--- src/rtl/sdfe_pkg.sv ---
package sdfe_pkg;
  typedef enum logic [1:0] {
    TC_LOW  = 2'd0,
    TC_TRUE = 2'd1,
    TC_INV  = 2'd2,
    TC_HIGH = 2'd3
  } tc_code_e;
endpackage

--- src/rtl/sdfe_clkgen.sv ---
module sdfe_clkgen #(
  parameter int unsigned CCHOP_SPAN = 2
) (
  input  logic clk_i,
  input  logic rst_ni,
  input  logic mclk_i,
  output logic rise_o,
  output logic fall_o,
  output logic strobe_o,
  output logic phi_a_o,
  output logic phi_b_o,
  output logic vchop_o,
  output logic cchop_o,
  output logic cchop_n_o
);
  localparam int unsigned CW = (CCHOP_SPAN > 1) ? $clog2(CCHOP_SPAN) : 1;
  localparam logic [CW-1:0] SPAN_LAST = CW'(CCHOP_SPAN - 1);

  logic          mclk_q;
  logic          tgl_q, tgl_n;
  logic          strobe_n;
  logic          strobe_q, phi_a_q, phi_b_q;
  logic          vchop_q, cchop_q, cchop_n_q;
  logic [CW-1:0] span_q;

  assign rise_o   = mclk_i & ~mclk_q;
  assign fall_o   = ~mclk_i & mclk_q;
  assign tgl_n    = rise_o ? ~tgl_q : tgl_q;
  assign strobe_n = rise_o & tgl_q;

  always_ff @(posedge clk_i or negedge rst_ni) begin
    if (!rst_ni) begin
      mclk_q    <= 1'b0;
      tgl_q     <= 1'b0;
      strobe_q  <= 1'b0;
      phi_a_q   <= 1'b0;
      phi_b_q   <= 1'b0;
      vchop_q   <= 1'b0;
      cchop_q   <= 1'b0;
      cchop_n_q <= 1'b1;
      span_q    <= '0;
    end else begin
      mclk_q   <= mclk_i;
      tgl_q    <= tgl_n;
      strobe_q <= strobe_n;
      phi_a_q  <= mclk_i & tgl_n;
      phi_b_q  <= mclk_i & ~tgl_n;
      if (strobe_n) begin
        vchop_q <= ~vchop_q;
        if (span_q == SPAN_LAST) begin
          span_q    <= '0;
          cchop_q   <= ~cchop_q;
          cchop_n_q <= cchop_q;
        end else begin
          span_q <= span_q + 1'b1;
        end
      end
    end
  end

  assign strobe_o  = strobe_q;
  assign phi_a_o   = phi_a_q;
  assign phi_b_o   = phi_b_q;
  assign vchop_o   = vchop_q;
  assign cchop_o   = cchop_q;
  assign cchop_n_o = cchop_n_q;


  phase_overlap_chk: assert property (@(posedge clk_i) disable iff (!rst_ni)
    !(phi_a_q && phi_b_q));

  strobe_align_chk: assert property (@(posedge clk_i) disable iff (!rst_ni)
    strobe_q |-> $rose(phi_b_q));

  cchop_pair_chk: assert property (@(posedge clk_i) disable iff (!rst_ni)
    cchop_q != cchop_n_q);

  vchop_step_chk: assert property (@(posedge clk_i) disable iff (!rst_ni)
    (vchop_q != $past(vchop_q)) |-> strobe_q);
endmodule

--- src/rtl/sdfe_mode_dec.sv ---
module sdfe_mode_dec
  import sdfe_pkg::*;
#(
  parameter int unsigned STABLE_CNT = 4
) (
  input  logic     clk_i,
  input  logic     rst_ni,
  input  logic     rise_i,
  input  logic     fall_i,
  input  logic     gain_sel_i,
  input  logic     tc_sel_i,
  output tc_code_e tc_code_o,
  output logic     gain32_o,
  output logic     prescale_o,
  output logic     vch_en_o
);
  localparam int unsigned CNTW = $clog2(STABLE_CNT + 1);
  localparam logic [CNTW-1:0] CNT_TOP = CNTW'(STABLE_CNT);

  logic            hi_smp_q, hi_vld_q;
  tc_code_e        cls, cand_q, code_q;
  logic [CNTW-1:0] cnt_q, cnt_nxt;
  logic            cls_evt, commit;
  logic            gain_q, lock_q;

  always_comb begin
    unique case ({hi_smp_q, tc_sel_i})
      2'b00:   cls = TC_LOW;
      2'b10:   cls = TC_TRUE;
      2'b01:   cls = TC_INV;
      default: cls = TC_HIGH;
    endcase
  end

  assign cls_evt = fall_i & hi_vld_q;

  always_comb begin
    if (cls != cand_q)        cnt_nxt = CNTW'(1);
    else if (cnt_q == CNT_TOP) cnt_nxt = cnt_q;
    else                      cnt_nxt = cnt_q + 1'b1;
  end

  assign commit = cls_evt && (cnt_nxt >= CNT_TOP);

  always_ff @(posedge clk_i or negedge rst_ni) begin
    if (!rst_ni) begin
      hi_smp_q <= 1'b0;
      hi_vld_q <= 1'b0;
      cand_q   <= TC_LOW;
      code_q   <= TC_LOW;
      cnt_q    <= '0;
      gain_q   <= 1'b0;
      lock_q   <= 1'b0;
    end else begin
      gain_q <= gain_sel_i;
      if (rise_i) begin
        hi_smp_q <= tc_sel_i;
        hi_vld_q <= 1'b1;
      end
      if (cls_evt) begin
        cand_q <= cls;
        cnt_q  <= cnt_nxt;
      end
      if (commit) begin
        code_q <= cls;
        lock_q <= 1'b1;
      end
    end
  end

  assign tc_code_o  = code_q;
  assign gain32_o   = gain_q;
  assign prescale_o = (code_q == TC_TRUE) || (code_q == TC_INV);
  assign vch_en_o   = lock_q;


  mode_hold_chk: assert property (@(posedge clk_i) disable iff (!rst_ni)
    !cls_evt |=> $stable(code_q));

  commit_gap_chk: assert property (@(posedge clk_i) disable iff (!rst_ni)
    (code_q != $past(code_q)) |-> (cnt_q == CNT_TOP));

  lock_sticky_chk: assert property (@(posedge clk_i) disable iff (!rst_ni)
    lock_q |=> lock_q);

  gain_track_chk: assert property (@(posedge clk_i) disable iff (!rst_ni)
    1'b1 |=> (gain_q == $past(gain_sel_i)));
endmodule

--- src/rtl/sdfe_bitmux.sv ---
module sdfe_bitmux (
  input  logic clk_i,
  input  logic rst_ni,
  input  logic mclk_i,
  input  logic bs_v_i,
  input  logic bs_c_i,
  output logic dat_o,
  output logic dat_n_o
);
  logic dat_q, dat_n_q, sel_bit;

  assign sel_bit = mclk_i ? bs_v_i : bs_c_i;

  always_ff @(posedge clk_i or negedge rst_ni) begin
    if (!rst_ni) begin
      dat_q   <= 1'b0;
      dat_n_q <= 1'b1;
    end else begin
      dat_q   <= sel_bit;
      dat_n_q <= ~sel_bit;
    end
  end

  assign dat_o   = dat_q;
  assign dat_n_o = dat_n_q;


  dat_pair_chk: assert property (@(posedge clk_i) disable iff (!rst_ni)
    dat_q != dat_n_q);

  dat_route_chk: assert property (@(posedge clk_i) disable iff (!rst_ni)
    1'b1 |=> (dat_q == ($past(mclk_i) ? $past(bs_v_i) : $past(bs_c_i))));
endmodule

--- src/rtl/sdm_dual_frontend.sv ---
module sdm_dual_frontend #(
  parameter int unsigned STABLE_CNT = 4,
  parameter int unsigned CCHOP_SPAN = 2
) (
  input  logic       clk_i,
  input  logic       rst_ni,
  input  logic       mclk_i,
  input  logic       gain_sel_i,
  input  logic       tc_sel_i,
  input  logic       bs_v_i,
  input  logic       bs_c_i,
  output logic       dat_o,
  output logic       dat_n_o,
  output logic       strobe_o,
  output logic       phi_a_o,
  output logic       phi_b_o,
  output logic       vchop_o,
  output logic       cchop_o,
  output logic       cchop_n_o,
  output logic       gain32_o,
  output logic [1:0] tc_code_o,
  output logic       prescale_o,
  output logic       vch_en_o
);
  import sdfe_pkg::*;

  logic     rise, fall;
  tc_code_e code;

  sdfe_clkgen #(.CCHOP_SPAN(CCHOP_SPAN)) u_clkgen (
    .clk_i    (clk_i),
    .rst_ni   (rst_ni),
    .mclk_i   (mclk_i),
    .rise_o   (rise),
    .fall_o   (fall),
    .strobe_o (strobe_o),
    .phi_a_o  (phi_a_o),
    .phi_b_o  (phi_b_o),
    .vchop_o  (vchop_o),
    .cchop_o  (cchop_o),
    .cchop_n_o(cchop_n_o)
  );

  sdfe_mode_dec #(.STABLE_CNT(STABLE_CNT)) u_mode_dec (
    .clk_i     (clk_i),
    .rst_ni    (rst_ni),
    .rise_i    (rise),
    .fall_i    (fall),
    .gain_sel_i(gain_sel_i),
    .tc_sel_i  (tc_sel_i),
    .tc_code_o (code),
    .gain32_o  (gain32_o),
    .prescale_o(prescale_o),
    .vch_en_o  (vch_en_o)
  );

  sdfe_bitmux u_bitmux (
    .clk_i  (clk_i),
    .rst_ni (rst_ni),
    .mclk_i (mclk_i),
    .bs_v_i (bs_v_i),
    .bs_c_i (bs_c_i),
    .dat_o  (dat_o),
    .dat_n_o(dat_n_o)
  );

  assign tc_code_o = code;
endmodule

--- config.mk ---
export PLATFORM = sky130hd
export DESIGN_NAME = sdm_dual_frontend
export DESIGN_NICKNAME = d
export VERILOG_FILES = /design/src/rtl/sdfe_pkg.sv /design/src/rtl/sdfe_clkgen.sv /design/src/rtl/sdfe_mode_dec.sv /design/src/rtl/sdfe_bitmux.sv /design/src/rtl/sdm_dual_frontend.sv
export SDC_FILE = /design/constraint.sdc
export NUM_CORES = 1
export LEC_CHECK = 0
export ABC_AREA = 1
export CORE_MARGIN = 3
export CORE_UTILIZATION = 47
export CTS_CLUSTER_DIAMETER = 100
export DETAILED_ROUTE_END_ITERATION = 10
export PLACE_DENSITY = 0.86
export RECOVER_POWER = 50
export SKIP_LAST_GASP = 1
export SYNTH_ARGS = -nofsm -noshare
export SYNTH_HDL_FRONTEND = slang
export SYNTH_SLANG_ARGS = --single-unit
--- constraint.sdc ---
create_clock -name clk_i -period 1.6 [get_ports clk_i]
set_input_delay 0.16 -clock clk_i [delete_from_list [all_inputs] [get_ports clk_i]]
set_output_delay 0.16 -clock clk_i [all_outputs]
set_load 0.01 [all_outputs]
Yosys cells after proc, flatten, opt, wreduce, memory -nomap -nowiden:

Index checks and enable logic that the tools add are counted.

* mux-type cells: 6
* bitwise operators: 13
* reductions and logical operators: 4
* eq/ne operators: 6
* add/sub/neg operators: 2
* $lt $le $gt $ge: 1

Operator list (number)
* NOT 1 bit: 7
* bitwise AND 1 bit: 6
* 2-to-1 mux 3 bit: 2
* case mux 2 bit (3 select lines): 1
* equality test 2 x 1 -> 1 bit (second input constant): 2
* equality test 2 bit (second input constant): 2
* adder 3 x 1 -> 3 bit (second input constant): 1
* equality test 3 bit (second input constant): 1
* >= comparator 3 bit (second input constant): 1
* 2-to-1 mux 1 bit: 3
* logical NOT 2 bit: 1
* inequality test 2 bit: 1
* AND reduction 2 bit: 1
* adder 1 bit (second input constant): 1
* logical AND 1 bit: 1
* logical OR 1 bit: 1

* input port bits: 7
* output and inout port bits: 13
* register bits after elaboration: 22
* logic and storage cells: 50

Logic depth before layout (Yosys ltp):

* depth in word-level cells: 6
* mapped depth: 7
* gate-level depth less buffers: 7

Cells and area by module:

From an unflattened synthesis, not the netlist that was laid out.

* cells, all modules: 105
* area total of the unflattened synthesis: 942.2 sq um

Modules (own cells, without submodules)
* sdfe_mode_dec: seq. area each 275.3 sq um, area each 530.5 sq um, cells each 62, instances 1
* sdfe_clkgen: seq. area each 226.5 sq um, area each 326.6 sq um, cells each 32, instances 1
* sdfe_bitmux: seq. area each 51.3 sq um, area each 85.1 sq um, cells each 11, instances 1

Worst setup path after synthesis:

Ideal clock, no wire load.

* kind: register to register
* start point: register u_clkgen.mclk_q
* end point: register u_clkgen.cchop_q (netlist: u_clkgen.cchop_o)
* library setup time: 124 ps
* clock period less this slack: 1150 ps
* path buffers: 0
* required time: 1476 ps
* path slack: 450 ps
* arrival time: 1025 ps
* cell stages (with the launch flop): 5
* cell sequence: dfrtp_1 > nor2_1 > ha_1 > nand2_1 > xor2_1

* longest elaborated chain between the ends: 4

Ends and longest elaborated chain
* from (decl): RTL line sdfe_clkgen.sv:19 `logic mclk_q;`
* from (signal assigned): RTL line sdfe_clkgen.sv:43 `mclk_q <= mclk_i;`
* NOT 1 bit: RTL line sdfe_clkgen.sv:26 `assign rise_o = mclk_i & ~mclk_q;`
* bitwise AND 1 bit: RTL line sdfe_clkgen.sv:26
* named net rise: RTL line sdm_dual_frontend.sv:27 `logic rise, fall;`
* bitwise AND 1 bit: RTL line sdfe_clkgen.sv:29 `assign strobe_n = rise_o & tgl_q;`
* named net u_clkgen.strobe_n: RTL line sdfe_clkgen.sv:21 `logic strobe_n;`
* AND reduction 2 bit (no source line)
* to (signal assigned): RTL line sdfe_clkgen.sv:52 `cchop_q <= ~cchop_q;`
* to (decl): RTL line sdfe_clkgen.sv:23 `logic vchop_q, cchop_q, cchop_n_q;`

The timed path passes the listed nets, and every way through them passes these cells.
A chain may end at the register's enable or synchronous reset.

Worst setup path after layout:

* start point: register u_clkgen.cchop_n_q (netlist: u_clkgen.cchop_n_o)
* end point: output port cchop_n_o

RTL lines
* from (decl): RTL line sdfe_clkgen.sv:23
* from (signal assigned): RTL line sdfe_clkgen.sv:53 `cchop_n_q <= cchop_q;`
* to (decl): RTL line sdm_dual_frontend.sv:19 `output logic cchop_n_o,`

No word-level cell between the ends.

==> metrics <==
worst reg2reg path depth 6; height of the chip 49.5 µm; delay of the slowest critical-path stage 560 ps; buffers and inverters on the worst path 1; register share of total power 48.0%; Total Die Area 2450 µm²; final global-route overflow total 0; post-synth cell types 16; number of violations of the max-capacitance limit 0; CP startpoint u_clkgen.cchop_n_o; CTS tree built; quantity of I/O buffers inserted on ports 19; Area Growth Syn to Fin 30.0%; share of layout cells above drive strength 1 12.6%; placeable core area 1760 µm²; clock latency on the worst-skew pair 290 ps; clock-pin slew of the registers on the worst-case setup and hold paths 110 ps; I/O pin cnt 20; first-pass iteration count of the detailed router 4; summed negative setup slack over all endpoints 0 ps; Placement Rows 15; final hold vios 0; Tightest Hold Check Type primary input to flip-flop; number of global-route vias before repair 669; leakage power summed over all cells 0.571 nW; Combinational Power Share 34.2%; total global routing track utilization 15.0%; total design power 1.67 mW; count of cells along the worst hold path 2; drt initial violations 6; Worst Max-Slew Pin Slew 1100 ps; number of nets in the synthesized netlist 96; Seq/Total Area, Yosys 62.2%; capture point of the worst reg-to-reg path u_mode_dec.cnt_q[2]; final net count 122; Setup WS post-layout 54.5 ps; Min Clock Period, post-route 1550 ps; Startpoint Class flip-flop; mapped cell area 890 µm²; Mapped Cells 86; GR Util met1 16.8%; worst rel slew slack 26.8%; DPL Wire Length 1.17 mm; Placement Cell Area 1130 µm²; setup repair after global routing missed its margin false; Setup Crit Path Kind flip-flop to output port; synthesized flop and latch total 22; critical path peak fanout 2; maximum frequency from static timing analysis 0.647 GHz; internal power component 1.15 mW; share of the clock period used by the worst path 96.6%; die width 49.5 µm; first-pass GRT wire length 2.82 mm; number of warnings reported in the yosys synthesis log 0; critical path required time 1440 ps; most utilized layer in the global route result met2; aggregate routed wire length 1.55 mm; Worst path top cell family by delay flip-flops; pre-CTS setup slack 39.9 ps; number of flip-flops under the largest register name 3; worst-case hold path end point u_bitmux.dat_n_o; Crit. End Element output port; clock sink count 22; Worst Min Path Start bs_c_i; commonest cells after routing, fill and taps aside sky130_fd_sc_hd__nand2_1, sky130_fd_sc_hd__dfrtp_1, sky130_fd_sc_hd__clkdlybuf4s50_1; clock tree buffer depth 2; fill cell total of the finished layout 149; grt met2 use 27.7%; number of setup buffers added after CTS 0; final core utilization 65.5%; Slew Limit Fails 0; NetSw 0.516 mW; total via count in the routed design 630; non-filler cells, final 136; largest reg by FF count u_mode_dec.cnt_q; average wire per standard cell 11.4 µm; initial antenna violation count 0; htree depth 1; slowest library cell on the worst path sky130_fd_sc_hd__dfstp_2; Clk network pwr share 17.8%; fraction of power spent switching nets 31.0%; antenna diode instance count 0; clk root buf sky130_fd_sc_hd__clkbuf_4; largest voltage drop on the vdd net 725 µV; cell chain of the critical path clkdlybuf4s50_1; Pwr per Cell Area 1440 nW/µm²; clock tree skew after final layout 2.01 ps; # DRC 0; GR Util met3 2.42%; Critical Path AT 1390 ps; antenna viol nets, final 0; dpl cells 132; setup slack, reg-to-reg 390 ps; result of the run finished clean; starting density of the core 50.4%; vias per std cell 4.63; Final setup viols 0; Post-Syn Area per Cell 10.3 µm²; origin of the critical flop-to-flop path u_mode_dec.cnt_q[0]; GP Congestion 0.741; worst hold slack across all endpoints 410 ps; maximum number of pins on one net before global-route repair 23; cts bufs inserted 3; Design Area, Final 1160 µm²
==> synth_stat cells, drive strengths merged <==
cell type | count | area share (%)
nand2 | 22 | 9.8
dfrtp | 20 | 56
inv | 14 | 5.9
o21ai | 8 | 4.5
nand3 | 6 | 4.5
xor2 | 4 | 3.9
ha | 3 | 4.2
nor2 | 3 | 2.1
dfstp | 2 | 5.9
nand4 | 2 | 1.4
or2 | 2 | 1.4
==> metal layers <==
metal / part of all wire, % / routed length, µm
met2: 48 / 750
met4: 0.97 / 15
met3: 4.5 / 70
met1: 46 / 710
met5: 0 / 0
==> logic make-up (layout without fill, tap and decap cells) <==
kind of cell / after synthesis / after routing / synth area share (%)
buffers and inverters: 14 / 39 / 5.91
adder cells (fa/ha/maj): 3 / 3 / 4.22
flip-flops: 22 / 22 / 62.2
AO/OA/AOI/OAI: 8 / 8 / 4.50
XOR/XNOR: 4 / 4 / 3.94
AND/OR/NAND/NOR: 35 / 35 / 19.3
==> worst max-delay path by stage <==
stage,to,slack (ps),cells after the start
global placement,u_clkgen.cchop_o,120,6
global route,cchop_n_o,10,1
CTS,prescale_o,20,2
finish,cchop_n_o,50,1
floorplan,u_clkgen.cchop_o,450,4
detailed placement,u_clkgen.cchop_o,40,6
==> power by group through the flow <==
stage	Clock, mW	Combinational [mW]	Sequential [mW]
after floorplan	0	0.236	0.845
after global placement	0	0.560	0.807
after detailed placement	0	0.588	0.814
after CTS	0.302	0.590	0.805
after global routing	0.331	0.633	0.823
final	0.296	0.570	0.801
==> timing repair <==
action,in CTS,in global routing
resized for setup,0,1
hold buffers,0,0
endpoints found under the setup margin,0,1
==> area by class of cell <==
class                           instances  area [µm²]  share of cell area (%)
Clock buffer                            4        36.3                    3.14
Inverter                               14        52.6                    4.55
Multi-Input combinational cell         50         279                    24.1
Sequential cell                        22         553                    47.8
Tap cell                               25        31.3                    2.71
Timing Repair Buffer                   21         204                    17.6
Power figures use the tool's default switching activity.
